$ cat config.mk
export PLATFORM = sky130hd
export DESIGN_NAME = ddr_init_seq
export DESIGN_NICKNAME = d
export VERILOG_FILES = /design/src/rtl/ddr_init_pkg.sv /design/src/rtl/ddr_init_timer.sv /design/src/rtl/ddr_dll_lock_ctr.sv /design/src/rtl/ddr_mode_word.sv /design/src/rtl/ddr_init_seq.sv
export SDC_FILE = /design/constraint.sdc
export NUM_CORES = 1
export LEC_CHECK = 0
export BUFFER_PORTS_ARGS = -buffer_cell sky130_fd_sc_hd__buf_4
export CAP_MARGIN = 20
export CORE_MARGIN = 4
export CORE_UTILIZATION = 40
export DETAILED_ROUTE_END_ITERATION = 16
export HOLD_SLACK_MARGIN = 0.05
export PLACE_DENSITY_LB_ADDON = 0.15
export SLEW_MARGIN = 20
export SYNTH_ARGS = -nofsm -noshare
export SYNTH_HDL_FRONTEND = slang
export SYNTH_SLANG_ARGS = --single-unit
$ cat constraint.sdc
create_clock -name clk -period 2.2 [get_ports clk]
set_input_delay 0.11 -clock clk [delete_from_list [all_inputs] [get_ports clk]]
set_output_delay 0.11 -clock clk [all_outputs]
set_load 0.1 [all_outputs]
$ cat src/rtl/ddr_init_pkg.sv
package ddr_init_pkg;

  typedef enum logic [3:0] {
    ST_HOLD,
    ST_CKE_ON,
    ST_PRE_A,
    ST_EXT_LMR,
    ST_BASE_RST,
    ST_PRE_B,
    ST_REF_A,
    ST_REF_B,
    ST_BASE_CLR,
    ST_LOCK_WAIT,
    ST_READY
  } init_step_e;

  typedef struct packed {
    logic cs_n;
    logic ras_n;
    logic cas_n;
    logic we_n;
  } cmd_pins_t;

  localparam cmd_pins_t CMD_NOP = '{cs_n: 1'b0, ras_n: 1'b1, cas_n: 1'b1, we_n: 1'b1};
  localparam cmd_pins_t CMD_PRE = '{cs_n: 1'b0, ras_n: 1'b0, cas_n: 1'b1, we_n: 1'b0};
  localparam cmd_pins_t CMD_REF = '{cs_n: 1'b0, ras_n: 1'b0, cas_n: 1'b0, we_n: 1'b1};
  localparam cmd_pins_t CMD_LMR = '{cs_n: 1'b0, ras_n: 1'b0, cas_n: 1'b0, we_n: 1'b0};

  localparam int AP_BIT      = 10;
  localparam int DLL_RST_BIT = 8;

endpackage

$ cat src/rtl/ddr_init_timer.sv
module ddr_init_timer #(
  parameter int CNT_W = 8
) (
  input  logic             clk,
  input  logic             rst_n,
  input  logic             load_i,
  input  logic [CNT_W-1:0] load_val_i,
  output logic             busy_o,
  output logic             last_o
);

  logic [CNT_W-1:0] cnt_q;

  always_ff @(posedge clk or negedge rst_n) begin
    if (!rst_n) begin
      cnt_q <= '0;
    end else if (load_i) begin
      cnt_q <= load_val_i;
    end else if (cnt_q != '0) begin
      cnt_q <= cnt_q - CNT_W'(1);
    end
  end

  assign busy_o = (cnt_q != '0);
  assign last_o = (cnt_q == CNT_W'(1));

  // the final wait cycle is followed by an idle timer unless reloaded
  assert_last_then_idle_R5: assert property (@(posedge clk) disable iff (!rst_n)
    (last_o && !load_i) |=> !busy_o);

endmodule

$ cat src/rtl/ddr_dll_lock_ctr.sv
module ddr_dll_lock_ctr #(
  parameter int LOCK_CYC = 200
) (
  input  logic clk,
  input  logic rst_n,
  input  logic start_i,
  output logic locked_o
);

  localparam int LCW = $clog2(LOCK_CYC + 1);

  logic [LCW-1:0] cnt_q;
  logic           armed_q;

  always_ff @(posedge clk or negedge rst_n) begin
    if (!rst_n) begin
      cnt_q   <= '0;
      armed_q <= 1'b0;
    end else if (start_i) begin
      cnt_q   <= LCW'(LOCK_CYC);
      armed_q <= 1'b1;
    end else if (cnt_q != '0) begin
      cnt_q <= cnt_q - LCW'(1);
    end
  end

  assign locked_o = armed_q && (cnt_q == '0);

  // lock, once reached, is kept until a new DLL reset
  assert_lock_sticky_R6: assert property (@(posedge clk) disable iff (!rst_n)
    (locked_o && !start_i) |=> locked_o);

endmodule

$ cat src/rtl/ddr_mode_word.sv
module ddr_mode_word #(
  parameter int ADDR_W = 12
) (
  input  logic [1:0]        cfg_burst_len,
  input  logic              cfg_interleave,
  input  logic [1:0]        cfg_cas_lat,
  input  logic              dll_rst_i,
  output logic [ADDR_W-1:0] word_o
);

  import ddr_init_pkg::*;

  logic [2:0] bl_code;
  logic [2:0] cl_code;

  always_comb begin
    unique case (cfg_burst_len)
      2'd0:    bl_code = 3'b001;
      2'd1:    bl_code = 3'b010;
      default: bl_code = 3'b011;
    endcase
    unique case (cfg_cas_lat)
      2'd0:    cl_code = 3'b010;
      2'd1:    cl_code = 3'b110;
      default: cl_code = 3'b011;
    endcase
    word_o              = '0;
    word_o[2:0]         = bl_code;
    word_o[3]           = cfg_interleave;
    word_o[6:4]         = cl_code;
    word_o[DLL_RST_BIT] = dll_rst_i;
  end

endmodule

$ cat src/rtl/ddr_init_seq.sv
module ddr_init_seq #(
  parameter int ADDR_W       = 12,
  parameter int BA_W         = 2,
  parameter int CNT_W        = 8,
  parameter int DLL_LOCK_CYC = 200
) (
  input  logic              clk,
  input  logic              rst_n,
  input  logic [1:0]        cfg_burst_len,
  input  logic              cfg_interleave,
  input  logic [1:0]        cfg_cas_lat,
  input  logic              cfg_dll_clear,
  input  logic [CNT_W-1:0]  cfg_cke_wait,
  input  logic [CNT_W-1:0]  cfg_trp,
  input  logic [CNT_W-1:0]  cfg_tmrd,
  input  logic [CNT_W-1:0]  cfg_trfc,
  output logic              cke,
  output logic              cs_n,
  output logic              ras_n,
  output logic              cas_n,
  output logic              we_n,
  output logic [BA_W-1:0]   ba,
  output logic [ADDR_W-1:0] addr,
  output logic              init_done
);

  import ddr_init_pkg::*;

  init_step_e       step_q, step_d, step_succ;
  logic             gap_busy, gap_last, gap_load;
  logic [CNT_W-1:0] gap_sel;
  logic             issue;
  logic             dll_locked;
  logic [ADDR_W-1:0] mode_rst, mode_clr;
  cmd_pins_t        cmd;

  ddr_init_timer #(.CNT_W(CNT_W)) u_gap (
    .clk        (clk),
    .rst_n      (rst_n),
    .load_i     (gap_load),
    .load_val_i (gap_sel),
    .busy_o     (gap_busy),
    .last_o     (gap_last)
  );

  ddr_dll_lock_ctr #(.LOCK_CYC(DLL_LOCK_CYC)) u_lock (
    .clk      (clk),
    .rst_n    (rst_n),
    .start_i  (issue && (step_q == ST_BASE_RST)),
    .locked_o (dll_locked)
  );

  ddr_mode_word #(.ADDR_W(ADDR_W)) u_mw_rst (
    .cfg_burst_len  (cfg_burst_len),
    .cfg_interleave (cfg_interleave),
    .cfg_cas_lat    (cfg_cas_lat),
    .dll_rst_i      (1'b1),
    .word_o         (mode_rst)
  );

  ddr_mode_word #(.ADDR_W(ADDR_W)) u_mw_clr (
    .cfg_burst_len  (cfg_burst_len),
    .cfg_interleave (cfg_interleave),
    .cfg_cas_lat    (cfg_cas_lat),
    .dll_rst_i      (1'b0),
    .word_o         (mode_clr)
  );

  // a command goes out only in a step's first cycle, never inside a gap
  always_comb begin
    issue = 1'b0;
    if (!gap_busy) begin
      unique case (step_q)
        ST_CKE_ON, ST_PRE_A, ST_EXT_LMR, ST_BASE_RST,
        ST_PRE_B, ST_REF_A, ST_REF_B, ST_BASE_CLR: issue = 1'b1;
        default:                                   issue = 1'b0;
      endcase
    end
  end

  always_comb begin
    unique case (step_q)
      ST_CKE_ON:                            gap_sel = cfg_cke_wait;
      ST_PRE_A, ST_PRE_B:                   gap_sel = cfg_trp;
      ST_EXT_LMR, ST_BASE_RST, ST_BASE_CLR: gap_sel = cfg_tmrd;
      ST_REF_A, ST_REF_B:                   gap_sel = cfg_trfc;
      default:                              gap_sel = '0;
    endcase
  end

  always_comb begin
    unique case (step_q)
      ST_HOLD:     step_succ = ST_CKE_ON;
      ST_CKE_ON:   step_succ = ST_PRE_A;
      ST_PRE_A:    step_succ = ST_EXT_LMR;
      ST_EXT_LMR:  step_succ = ST_BASE_RST;
      ST_BASE_RST: step_succ = ST_PRE_B;
      ST_PRE_B:    step_succ = ST_REF_A;
      ST_REF_A:    step_succ = ST_REF_B;
      ST_REF_B:    step_succ = cfg_dll_clear ? ST_BASE_CLR : ST_LOCK_WAIT;
      ST_BASE_CLR: step_succ = ST_LOCK_WAIT;
      default:     step_succ = ST_READY;
    endcase
  end

  assign gap_load = issue && (gap_sel != '0);

  always_comb begin
    step_d = step_q;
    if (step_q == ST_HOLD) begin
      step_d = ST_CKE_ON;
    end else if (issue) begin
      if (gap_sel == '0) step_d = step_succ;
    end else if (gap_busy) begin
      if (gap_last) step_d = step_succ;
    end else if (step_q == ST_LOCK_WAIT) begin
      if (dll_locked) step_d = ST_READY;
    end
  end

  always_ff @(posedge clk or negedge rst_n) begin
    if (!rst_n) step_q <= ST_HOLD;
    else        step_q <= step_d;
  end

  always_comb begin
    cmd  = CMD_NOP;
    ba   = '0;
    addr = '0;
    if (issue) begin
      unique case (step_q)
        ST_PRE_A, ST_PRE_B: begin
          cmd          = CMD_PRE;
          addr[AP_BIT] = 1'b1;
        end
        ST_EXT_LMR: begin
          cmd = CMD_LMR;
          ba  = BA_W'(1);
        end
        ST_BASE_RST: begin
          cmd  = CMD_LMR;
          addr = mode_rst;
        end
        ST_BASE_CLR: begin
          cmd  = CMD_LMR;
          addr = mode_clr;
        end
        ST_REF_A, ST_REF_B: cmd = CMD_REF;
        default:            cmd = CMD_NOP;
      endcase
    end
  end

  assign cs_n      = cmd.cs_n;
  assign ras_n     = cmd.ras_n;
  assign cas_n     = cmd.cas_n;
  assign we_n      = cmd.we_n;
  assign cke       = (step_q != ST_HOLD);
  assign init_done = (step_q == ST_READY);

  // clock enable never drops again once raised
  assert_cke_stays_high_R1: assert property (@(posedge clk) disable iff (!rst_n)
    cke |=> cke);

  // a command with a non-zero gap is followed by NOP
  assert_gap_nop_R5: assert property (@(posedge clk) disable iff (!rst_n)
    (issue && (gap_sel != '0)) |=> ({cs_n, ras_n, cas_n, we_n} == 4'b0111));

  // ready only with the DLL lock window complete
  assert_done_after_lock_R6: assert property (@(posedge clk) disable iff (!rst_n)
    init_done |-> dll_locked);

  // ready is sticky and quiet
  assert_done_sticky_R7: assert property (@(posedge clk) disable iff (!rst_n)
    init_done |=> (init_done && ({cs_n, ras_n, cas_n, we_n} == 4'b0111)));

endmodule

[Word-level counts from Yosys, hierarchy flattened]
Memory sizes are Yosys's and may differ from the RTL's.
Cells that the tools add are included.
Operators by class
  reduce and logical (&&, ||, !) cells: 20
  add/subtract/negate cells: 2
  eq/ne operators: 15
  muxes and demuxes: 24
Operators with widths (number)
  8-bit two-way mux: 4
  4-bit one-hot mux with 8 select lines: 1
  8-bit one-hot mux with 4 select lines: 1
  4-bit two-way mux: 7
  8-bit nonzero test: 3
  9-bit one-hot mux with 2 select lines: 1
  4-bit by 3-bit equality test with 1-bit output (second input constant): 4
  8-bit logical NOT: 2
  8-bit by 1-bit subtractor with 8-bit output (second input constant): 2
  4-bit equality test (second input constant): 3
  4-bit nonzero test: 3
  11-bit two-way mux: 1
  3-bit one-hot mux with 3 select lines: 1
  4-bit by 2-bit equality test with 1-bit output (second input constant): 2
  8-bit by 1-bit equality test with 1-bit output (second input constant): 1
  3-bit one-hot mux with 2 select lines: 1
  1-bit two-way mux: 5
  2-bit by 1-bit equality test with 1-bit output (second input constant): 2
  4-bit by 1-bit equality test with 1-bit output (second input constant): 1
  2-bit logical NOT: 2
  4-bit logical NOT: 1
  4-bit by 1-bit != test with 1-bit output (second input constant): 1
  2-bit one-hot mux with 2 select lines: 1
  4-bit AND reduction: 1
  other kinds (6): 10
Word-level totals
  input bits: 40
  ROM bits: 16
  memories kept: 1
  logic and storage cells: 66
  bits in registers: 21
Memory list
  (name not given): words 16, bits a word 1, read ports 1, clocked after Yosys merged registers in 0, write ports 0, RTL line ddr_init_seq.sv:73  | unique case (step_q)

[Longest topological paths before layout]
Gate-level depths: netlist of the first run.
  word-level depth: 7
  mapped depth: 10
  gate-level depth less buffers: 9

[Cells and area by module]
From an unflattened synthesis of the first run, not the netlist that was laid out.
Unflattened totals
  cells, all modules: 285
  area total of the unflattened synthesis: 2303.5 µm²
Modules (own cells, without submodules)
  ddr_init_seq: area an instance 1089.8 µm², cells an instance 146, sequential area each 100.1 µm², instances 1
  ddr_init_timer: area an instance 529.3 µm², cells an instance 59, sequential area each 200.2 µm², instances 1
  ddr_dll_lock_ctr: area an instance 504.2 µm², cells an instance 52, sequential area each 225.2 µm², instances 1
  ddr_mode_word: area an instance 90.1 µm², cells an instance 14, sequential area each 0.0 µm², instances 2

[Least setup slack after synthesis of the first run]
OpenSTA, ideal clock, no wires.
  path type: register to output
  from: register step_q[1]
  to: output ba[0]
  path slack: -2.419 ns
  required time: 2.090 ns
  cell stages (with the launch flop): 7
  data arrival time: 4.509 ns
  path buffers: 2
  path through: dfrtp_1 > buf_6 > buf_2 > nor2_1 > nand2_1 > nand3_1 > nor4_1
Between the ends
  word-level cells in the longest chain between the ends: 3
  elaborated cells on any way between the ends: 5
  those cells by class: eq/ne: 1; mux: 3; memory: 1
RTL lines
  start: declaration: RTL line ddr_init_seq.sv:29  | init_step_e step_q, step_d, step_succ;
  start signal: assignment: RTL line ddr_init_seq.sv:123  | else step_q <= step_d;
  memory read 16 x 1 bit or 4-bit by 2-bit equality test with 1-bit output (tied branches)
  1-bit two-way mux (on tied branches): RTL line ddr_init_seq.sv:72, ddr_init_seq.sv:131
  1-bit two-way mux (*): RTL line ddr_init_seq.sv:130  | if (issue) begin
  end: declaration: RTL line ddr_init_seq.sv:22  | output logic [BA_W-1:0] ba,
Mark *: on every way between the ends. The rest lies on a longest branch, timed or not.

[Worst setup path after layout of the first run]
  from: register step_q[3]
  to: register step_q[0]
Between the ends
  word-level cells in the longest chain between the ends: 6
  elaborated cells on any way between the ends: 28
  those cells by class: eq/ne: 11; mux: 8; reduce/logical: 8; memory: 1
RTL lines (RTL line)
  4-bit by 3-bit equality test with 1-bit output, or another cell as far along: ddr_init_seq.sv:82, ddr_init_seq.sv:92
  3-bit OR reduction (no line), or another cell as far along
  8-bit one-hot mux with 4 select lines or 4-bit two-way mux (tied branches): ddr_init_seq.sv:82, ddr_init_seq.sv:115
  8-bit logical NOT or 4-bit two-way mux (tied branches): ddr_init_seq.sv:113, ddr_init_seq.sv:114
  3-bit by 1-bit != test with 1-bit output (no line) or 4-bit two-way mux (tied branches)
  4-bit AND reduction (no line) or 4-bit two-way mux (tied branches)
Parallel ways exist; a longest one is shown, timed or not. The select of a mux whose other input is x is not followed.
A chain may end at the register's enable or synchronous reset.

==> results of run 1 <==
registers in the layout, indices dropped and copies added (netlist names):
signal / count
u_lock.armed_q: 1
u_gap.cnt_q: 8
step_q: 4
u_lock.cnt_q: 8
layout by cell type, fill, tap and decap left out, types with 3 or more instances in the layout:
| master | instances |
|---|---|
| buf_4 | 103 |
| clkbuf_8 | 3 |
| a22oi_2 | 5 |
| nor4_4 | 4 |
| inv_1 | 4 |
| nand3_1 | 6 |
| xnor2_1 | 4 |
| dfrtp_1 | 18 |
| buf_6 | 8 |
| mux2i_1 | 5 |
| o21ai_0 | 4 |
| nor2_4 | 3 |
| nand2b_1 | 3 |
| nor2_1 | 24 |
| conb_1 | 6 |
| a21oi_1 | 4 |
| nor2b_1 | 4 |
| and2_4 | 5 |
| a22oi_1 | 13 |
| dfrtp_2 | 3 |
| mux2_4 | 4 |
| nand2_1 | 15 |
| buf_12 | 9 |
| nor4_1 | 5 |
| nor2_2 | 3 |
| nor3_1 | 7 |
routing by layer:
metal  up-vias  GRT usage (%)
li1       1055              -
met1      1038           26.5
met2        88           33.8
met3        10           3.55
met4         0           7.07
met5         -              0
per-stage QoR:
stage / hold slack [ps] / instances
after floorplan: -186 / 232
after global placement: 9.44 / 369
after detailed placement: 11.1 / 369
after CTS: 266 / 379
after global routing: 288 / 391
final: 272 / 391
cell families (layout without fill, tap and decap cells):
family	after synthesis	in the layout
and+or+nand+nor	103	104
AOI/OAI and AO/OA	56	56
buffers and inverters	27	133
DFF	21	21
muxes	10	10
xor gates and xnor gates	6	6
adders and majority gates	3	3
other	1	6
layout make-up:
class / instances / area [um2] / share of cell area [%]
repair buffers: 122 / 1080 / 32.3
inverters: 7 / 30.0 / 0.900
clock inverters: 1 / 5.00 / 0.150
clock buffers: 3 / 41.3 / 1.24
well taps: 52 / 65.1 / 1.95
multi-input cells: 185 / 1590 / 47.6
flip-flops and latches: 21 / 529 / 15.9
power by group through the flow:
stage               Sequential, mW  Clock [mW]  Combinational, mW
finish                       0.778       0.253               2.89
global route                 0.805       0.281               3.11
CTS                          0.760       0.263               2.26
detailed placement           0.739           0               2.12
global placement             0.733           0               2.10
floorplan                    0.697           0               1.34
what timing repair did:
action,CTS,global route
setup buffers,5,10
pin swaps,11,17
endpoints found under the setup margin,17,18
gates cloned,0,2
resized for setup,35,47
hold endpoints to repair,21,0
hold buffers,1,0
path summary, 6_finish.rpt:
check,cells past startpoint,slack (ps),endpoint,startpoint
max,9,-220,step_q[0],step_q[3]
min reg2reg,1,510,u_lock.armed_q,u_lock.armed_q
max reg2reg,9,-220,step_q[0],step_q[3]
min,2,270,u_lock.cnt_q[1],rst_n
max in group asynchronous,2,1690,step_q[2],rst_n
min in group clk,3,330,step_q[0],cfg_dll_clear
==> run_results.csv, run 1 <==
group,metric,value,unit
yosys,synth_common_cells,"nor2_1 (29), dfrtp_1 (21), a22oi_1 (17), nand2_1 (17), nor3_1 (10)",
floorplan,initial_core_util,42.0,%
timing,report.final.slew_viol_count,0,
yosys,synth_compound_area_share,22.9,%
timing,rsz0062_at_grt,"yes",
yosys,syn_area,1870,um2
pwr,p_leak,1.48,nW
drt,drtIter0Drc,147,
yosys,synth_mux_area_share,6.30,%
setup_path,start_kind,"flop",
drt,wl_per_cell,16.4,um
yosys,synth_cell_types,53,
drt,routed_via_density,5.60,
timing,setup_tns,-1200,ps
pwr,ir_drop,0.771,mV
timing,setup_viol,9,
setup_path,crit_path_end_kind,"flop",
floorplan,dieArea,5820,um2
job,drv_cap,0,
pwr,switchingPower,1.78,mW
drt,route.antenna.remaining_nets,0,
finish,n_antenna_cell,0,
finish,nets,383,
setup_path,arrival,2570,ps
place,place_area,2730,um2
place,gp_congestion,0.911,
yosys,netlist_instances,227,
floorplan,dieHeight,76.3,um
setup_path,worst-setup-path-type,"flop to flop",
yosys,synth_area_leaders,"dfrtp_1 (28%), a22oi_1 (6.8%), nor2_1 (5.8%)",
place,dp_slack,-198,ps
clock_tree,clk_path_buf_depth,2,
drt,routed_wl,6430,um
clock_tree,cts_buffers,3,
drt,met3_length,371,um
grt,grt_pass1_wl,9760,um
timing,fin_ws,-216,ps
clock_tree,cts.sinks,21,
yosys,synthSimpleGateAreaFrac,28.8,%
grt,gr-total-overflow,0,
clock_tree,worstSkewPairLatency,260,ps
floorplan,ios,60,
clock_tree,htree_levels,1,
pwr,pwr-share-comb,73.7,%
timing,maxSlewHeadroom,61.2,%
yosys,synth_top_area_share,28.2,%
timing,fin_skew,2.15,ps
setup_path,slowest_delay,490,ps
yosys,synth_edf_count,0,
yosys,ys_seq_elements,21,
floorplan,rows,24,
pwr,seqPwrFrac,19.8,%
drt,firstDrtPassIters,4,
clock_tree,cts_tree,"built",
pwr,switching_share,45.5,%
grt,grt_max_degree,22,
drt,wl_met1,2710,um
timing,fmax,414,MHz
drt,vias,2191,
setup_path,crit_buf_inv,1,
finish,final.fill_count,328,
yosys,synth_xor_area_share,2.82,%
status,status,"finished with violations",
setup_path,critical-path-top-delay-family,"simple AND/OR/NAND/NOR gates",
floorplan,fp.coreArea,4440,um2
timing,tightest_slew,580,ps
pwr,p_clk_share,6.4,%
clock_tree,root_buffer,"clkbuf_8",
timing,fin_crit_sh,110,%
floorplan,die_x,76.3,um
setup_path,crit_chain,"or2b_4 -> nor3_1 -> buf_4 -> a22oi_2 -> nand3_2 -> nor4_4 -> nand2_2 -> a21oi_2 -> mux2_4",
setup_path,crit_path_max_fanout,8,
status,violations,"negative setup slack",
yosys,synth_top_family_by_area,"simple AND/OR/NAND/NOR gates",
timing,fin_crit,2420,ps
finish,area_growth_syn_to_layout,78.8,%
hold_path,hp-class,"input port to asynchronous set/reset pin",
finish,drive_gt1_share,57.2,%
pwr,finalPower,3.92,mW
yosys,synth_top_area_cell,"dfrtp_1",
yosys,synth_ff_type,"dfrtp_1",
yosys,ys_seq_area_share,28.2,%
pwr,powerDensity,1170,nW/um2
grt,track_usage,20.3,%
yosys,synth_area_per_cell,8.22,um2
place,port-buffer-count,53,
yosys,synthAdderAreaFrac,2.01,%
drt,wl_met2,3230,um
yosys,synthArstFlopShare,100,%
setup_path,crit_slowest_cell,"dfrtp_2",
timing,finalHoldViolCount,0,
finish,finalInstanceArea,3340,um2
grt,grt_pass1_vias,2042,
yosys,yosysMostFrequentCell,"nor2_1",
setup_path,worstPathRequired,2350,ps
finish,postLayoutCoreUtil,75.1,%
drt,top_layer,"met4",
yosys,yosysWarningCount,0,
clock_tree,path_clk_slew,70,ps
place,place_hpwl,4440,um
grt,antenna_found_initial,0,
drt,route.detailed.drc,0,
pwr,intPower,2.14,mW
Power figures use the tool's default switching activity.
==> inputs of run 2 (changes only) <==
- RECOVER_POWER: not set -> 100
==> run 2 against run 1 <==
Critical path depth unchanged; the run still ends with negative setup slack left; power hardly changed; non-clock buffer count stayed put; clock power barely moved.
==> run_results.csv, run 2 (synthesized netlist as in run 1, its figures left out) <==
group,metric,value,unit
status,status,"finished with violations",
status,violations,"negative setup slack",
finish,drive_gt1_share,56.9,%
drt,routed_wl,6430,um
drt,routed_via_density,5.61,
grt,gr-total-overflow,0,
setup_path,cp_num_cells,9,
timing,fin_ws,-215,ps
finish,layout_commonest_cell,"buf_4",
finish,reg_top3,"u_gap.cnt_q x8, u_lock.cnt_q x8, step_q x4",
place,gp_congestion,0.911,
setup_path,r2r_setup_slack,-220,ps
grt,antenna_found_initial,0,
clock_tree,cts.sinks,21,
timing,report.final.slew_viol_count,0,
grt,busiest_layer,"met2",
grt,grt_pass1_vias,2042,
finish,area_growth_syn_to_layout,78.6,%
pwr,ir_drop,0.771,mV
timing,fin_crit_sh,110,%
setup_path,slowest_delay,490,ps
place,place_area,2730,um2
setup_path,cp-endpoint,"step_q[0]",
timing,finalHoldViolCount,0,
place,place_hpwl,4440,um
finish,postLayoutCoreUtil,75.0,%
setup_path,reg2reg_depth,9,
setup_path,arrival,2570,ps
timing,fin_skew,2.41,ps
pwr,powerDensity,1180,nW/um2
setup_path,crit_slowest_cell,"dfrtp_2",
floorplan,fp.coreArea,4440,um2
clock_tree,cts_tree,"built",
grt,gr-usage-met1,26.5,%
grt,grt_max_degree,22,
pwr,p_leak,1.48,nW
clock_tree,htree_levels,1,
setup_path,critPathLaunch,"step_q[3]",
timing,tightest_slew,1170,ps
setup_path,crit_path_end_kind,"flop",
drt,firstDrtPassIters,4,
setup_path,worstPathRequired,2350,ps
setup_path,crit_buf_inv,1,
clock_tree,worstSkewPairLatency,260,ps
finish,mostFrequentLayoutCells,"buf_4 (102), nor2_1 (24), dfrtp_1 (18)",
timing,fin_crit,2420,ps
finish,nets,383,
finish,final.fill_count,328,
clock_tree,path_clk_slew,70,ps
pwr,finalPower,3.92,mW
floorplan,dieArea,5820,um2
timing,maxSlewHeadroom,22.2,%
timing,rsz0062_at_grt,"yes",
floorplan,initial_core_util,42.0,%
setup_path,start_kind,"flop",
setup_path,reg2reg_to,"step_q[0]",
clock_tree,cts_buffers,3,
floorplan,ios,60,
setup_path,crit_path_max_fanout,8,
floorplan,dieHeight,76.3,um
hold_path,min_from,"cfg_dll_clear",
drt,vias,2194,
place,placed_cells,369,
grt,met2_usage,33.8,%
setup_path,crit_chain,"or2b_4 -> nor3_1 -> buf_4 -> a22oi_2 -> nand3_2 -> nor4_4 -> nand2_2 -> a21oi_2 -> mux2_4",
clock_tree,clk_path_buf_depth,2,
timing,setup_viol,9,
hold_path,hp-class,"input port to flop",
grt,grt_use_met3,3.55,%
floorplan,rows,24,
grt,track_usage,20.3,%
drt,drtIter0Drc,147,
setup_path,worst-setup-path-type,"flop to flop",
floorplan,die_x,76.3,um
finish,n_antenna_cell,0,
finish,final_cells,391,
timing,setup_tns,-1200,ps
setup_path,r2r_start,"step_q[3]",
drt,wl_per_cell,16.5,um
finish,finalInstanceArea,3330,um2
job,drv_cap,0,
drt,route.antenna.remaining_nets,0,
clock_tree,root_buffer,"clkbuf_8",
grt,grt_pass1_wl,9760,um
place,port-buffer-count,53,
timing,fmax,414,MHz
drt,route.detailed.drc,0,
setup_path,critical-path-top-delay-family,"simple AND/OR/NAND/NOR gates",
[run 2: cell count changes in the layout (fill, tap and decap cells not counted), sizes merged]
cell,before,now
buf,120,119
clkbuf,4,5
[run 2: report_power, final]
group | switching [mW] | total, mW | internal, mW | leakage, nW
combinational | 1.44 | 2.89 | 1.45 | 1.21
sequential | 0.214 | 0.778 | 0.563 | 0.242
clock | 0.126 | 0.252 | 0.126 | 0.0255
total | 1.78 | 3.92 | 2.14 | 1.48
[run 2: worst reg2reg max path: stages (launching register included)]
cell	delay, ps
dfrtp_2	490
or2b_4	250
nor3_1	50
buf_4	160
a22oi_2	200
nand3_2	130
nor4_4	360
nand2_2	150
a21oi_2	190
mux2_4	320
[run 2: stage by stage]
stage               setup WS (ps)  hold WS (ps)
floorplan                    -298          -186
finish                       -215           332
global placement             -132          9.44
detailed placement           -198          11.1
global route                 -301           334
CTS                          -173           266
[run 2: metal layers]
metal  wire, um  vias up
met3        376       10
li1           -     1055
met4        110        0
met2       3230       89
met5          0        -
met1       2720     1040
[run 2: worst min path at each step]
stage / to / cells past startpoint
floorplan: step_q[0] / 0
global placement: u_lock.cnt_q[7] / 1
detailed placement: u_lock.cnt_q[7] / 1
CTS: u_lock.cnt_q[1] / 2
global route: step_q[0] / 3
finish: step_q[0] / 3
[run 2: repair_timing]
| action | CTS | global route |
|---|---|---|
| buffers inserted | 5 | 10 |
| hold endpoints to repair | 21 | 0 |
| hold buffers | 1 | 0 |
| pin swaps | 11 | 17 |
| setup endpoints to repair | 17 | 18 |
| cloned | 0 | 2 |
| gates resized for setup | 35 | 47 |
[run 2: final cells by class]
| type | instances | area (um2) | area share (%) |
|---|---|---|---|
| clock buffers | 3 | 41.3 | 1.24 |
| clock inverters | 1 | 5.00 | 0.150 |
| inverters | 7 | 30.0 | 0.901 |
| multi-input cells | 185 | 1590 | 47.7 |
| flip-flops and latches | 21 | 529 | 15.9 |
| well taps | 52 | 65.1 | 1.95 |
| repair buffers | 122 | 1070 | 32.2 |
==> inputs of run 3 (changes only) <==
- BUFFER_PORTS_ARGS: -buffer_cell sky130_fd_sc_hd__buf_4 -> not set
- DONT_BUFFER_PORTS: not set -> 1
- clock period: 2.2 -> 3.1 ns (I/O delays scaled with it)
==> run 3 against run 2 <==
The run now ends clean; first-iteration DRC count shrank 35%; power shrank 54%; design area shrank 36%; clock power shrank 28%; critical endpoint is now step_q[1].
==> run_results.csv, run 3 (synthesized netlist as in run 1, its figures left out) <==
group,metric,value,unit
drt,drtIter0Drc,95,
timing,fin_skew,7.58,ps
timing,finalHoldViolCount,0,
timing,fin_crit_sh,91.4,%
place,port-buffer-count,0,
pwr,p_leak,0.896,nW
timing,hold_slack,199,ps
finish,final.fill_count,448,
grt,grt_pass1_wl,8400,um
floorplan,die_x,76.3,um
setup_path,slowest_delay,560,ps
place,placed_cells,288,
clock_tree,cts_buffers,3,
grt,grt_max_degree,22,
status,status,"complete, no violations",
floorplan,ios,60,
finish,nets,286,
drt,firstDrtPassIters,4,
place,place_hpwl,3840,um
floorplan,dieArea,5820,um2
timing,tightest_slew,878,ps
clock_tree,root_buffer,"clkbuf_8",
pwr,ir_drop,0.336,mV
finish,layout_commonest_cell,"nor2_1",
floorplan,dieHeight,76.3,um
setup_path,crit_buf_inv,1,
drt,vias,1750,
pwr,powerDensity,837,nW/um2
finish,final_cells,294,
setup_path,worstPathRequired,3260,ps
clock_tree,htree_levels,1,
job,drv_cap,0,
timing,report.final.slew_viol_count,0,
setup_path,crit_slowest_cell,"dfrtp_1",
setup_path,start_kind,"flop",
place,gp_congestion,0.846,
grt,grt_pass1_vias,1730,
floorplan,rows,24,
floorplan,fp.coreArea,4440,um2
finish,finalInstanceArea,2140,um2
setup_path,worst-setup-path-type,"flop to flop",
drt,wl_per_cell,17.1,um
timing,maxSlewHeadroom,41.5,%
clock_tree,cts.sinks,21,
timing,fin_crit,2830,ps
drt,routed_via_density,5.95,
clock_tree,cts_tree,"built",
finish,mostFrequentLayoutCells,"nor2_1 (28), dfrtp_1 (21), nand2_1 (18)",
drt,routed_wl,5010,um
setup_path,crit_path_end_kind,"flop",
drt,route.antenna.remaining_nets,0,
place,place_area,2150,um2
floorplan,initial_core_util,42.0,%
setup_path,crit_chain,"buf_4 -> mux2_4 -> a221oi_1 -> o22ai_1 -> nor4_2 -> nand2_1 -> mux2_4 -> a2111oi_4",
drt,route.detailed.drc,0,
finish,area_growth_syn_to_layout,14.7,%
finish,drive_gt1_share,20.2,%
setup_path,critical-path-top-delay-family,"compound AO/OA/AOI/OAI gates",
setup_path,crit_path_max_fanout,12,
finish,reg_top3,"u_gap.cnt_q x8, u_lock.cnt_q x8, step_q x4",
hold_path,hp-class,"input port to asynchronous set/reset pin",
grt,gr-total-overflow,0,
clock_tree,path_clk_slew,80,ps
setup_path,crit_path_frequent_cell,"mux2_4",
clock_tree,worstSkewPairLatency,260,ps
timing,setup_viol,0,
setup_path,arrival,3000,ps
timing,rsz0062_at_grt,"no",
grt,track_usage,17.4,%
timing,setup_tns,0,ps
finish,n_antenna_cell,0,
clock_tree,clk_path_buf_depth,2,
grt,antenna_found_initial,0,
finish,postLayoutCoreUtil,48.2,%
clock_tree,cts_setup_buffers,0,
timing,fmax,353,MHz
## run 3: final timing paths
path	from	endpoint	slack [ps]	cells past startpoint
max in group asynchronous	rst_n	step_q[3]	1810	2
worst max-delay path	step_q[2]	step_q[1]	270	8
min in group clk	cfg_cke_wait[3]	u_gap.cnt_q[3]	200	3
worst max register to register	step_q[2]	step_q[1]	270	8
worst min register to register	u_lock.armed_q	u_lock.armed_q	480	1
worst min-delay path	rst_n	u_gap.cnt_q[4]	200	1
## run 3: where the power goes
group	internal [mW]	switching, mW
sequential	0.395	0.175
clock	0.0895	0.0910
combinational	0.429	0.612
## run 3: cell type report
class	instances	area [um2]	area share [%]
repair buffers	26	241	11.3
clock buffers	3	41.3	1.93
flip-flops and latches	21	526	24.5
well taps	52	65.1	3.04
clock inverters	1	5.00	0.234
multi-input cells	184	1240	57.7
inverters	7	26.3	1.23
## run 3: metal layers
metal	up-vias	global-route usage (%)	part of all wire, %
met3	2	4.26	5.5
met2	39	27.5	47
met1	848	24.0	47
met5	-	0	0
met4	0	3.44	0.32
li1	861	-	-
## run 3: what timing repair did
item | 4_1_cts | 5_1_grt
resized for setup | 0 | 1
setup endpoints to repair | 0 | 1
hold endpoints to repair | 21 | 0
hold buffers | 1 | 0
## run 3: through the flow
step           worst slack, ps  power (mW)
5_1_grt                    113        1.96
6_report                   265        1.79
3_5_place_dp               250        1.61
4_1_cts                    241        1.81
3_3_place_gp               241        1.61
2_1_floorplan             -452        1.40
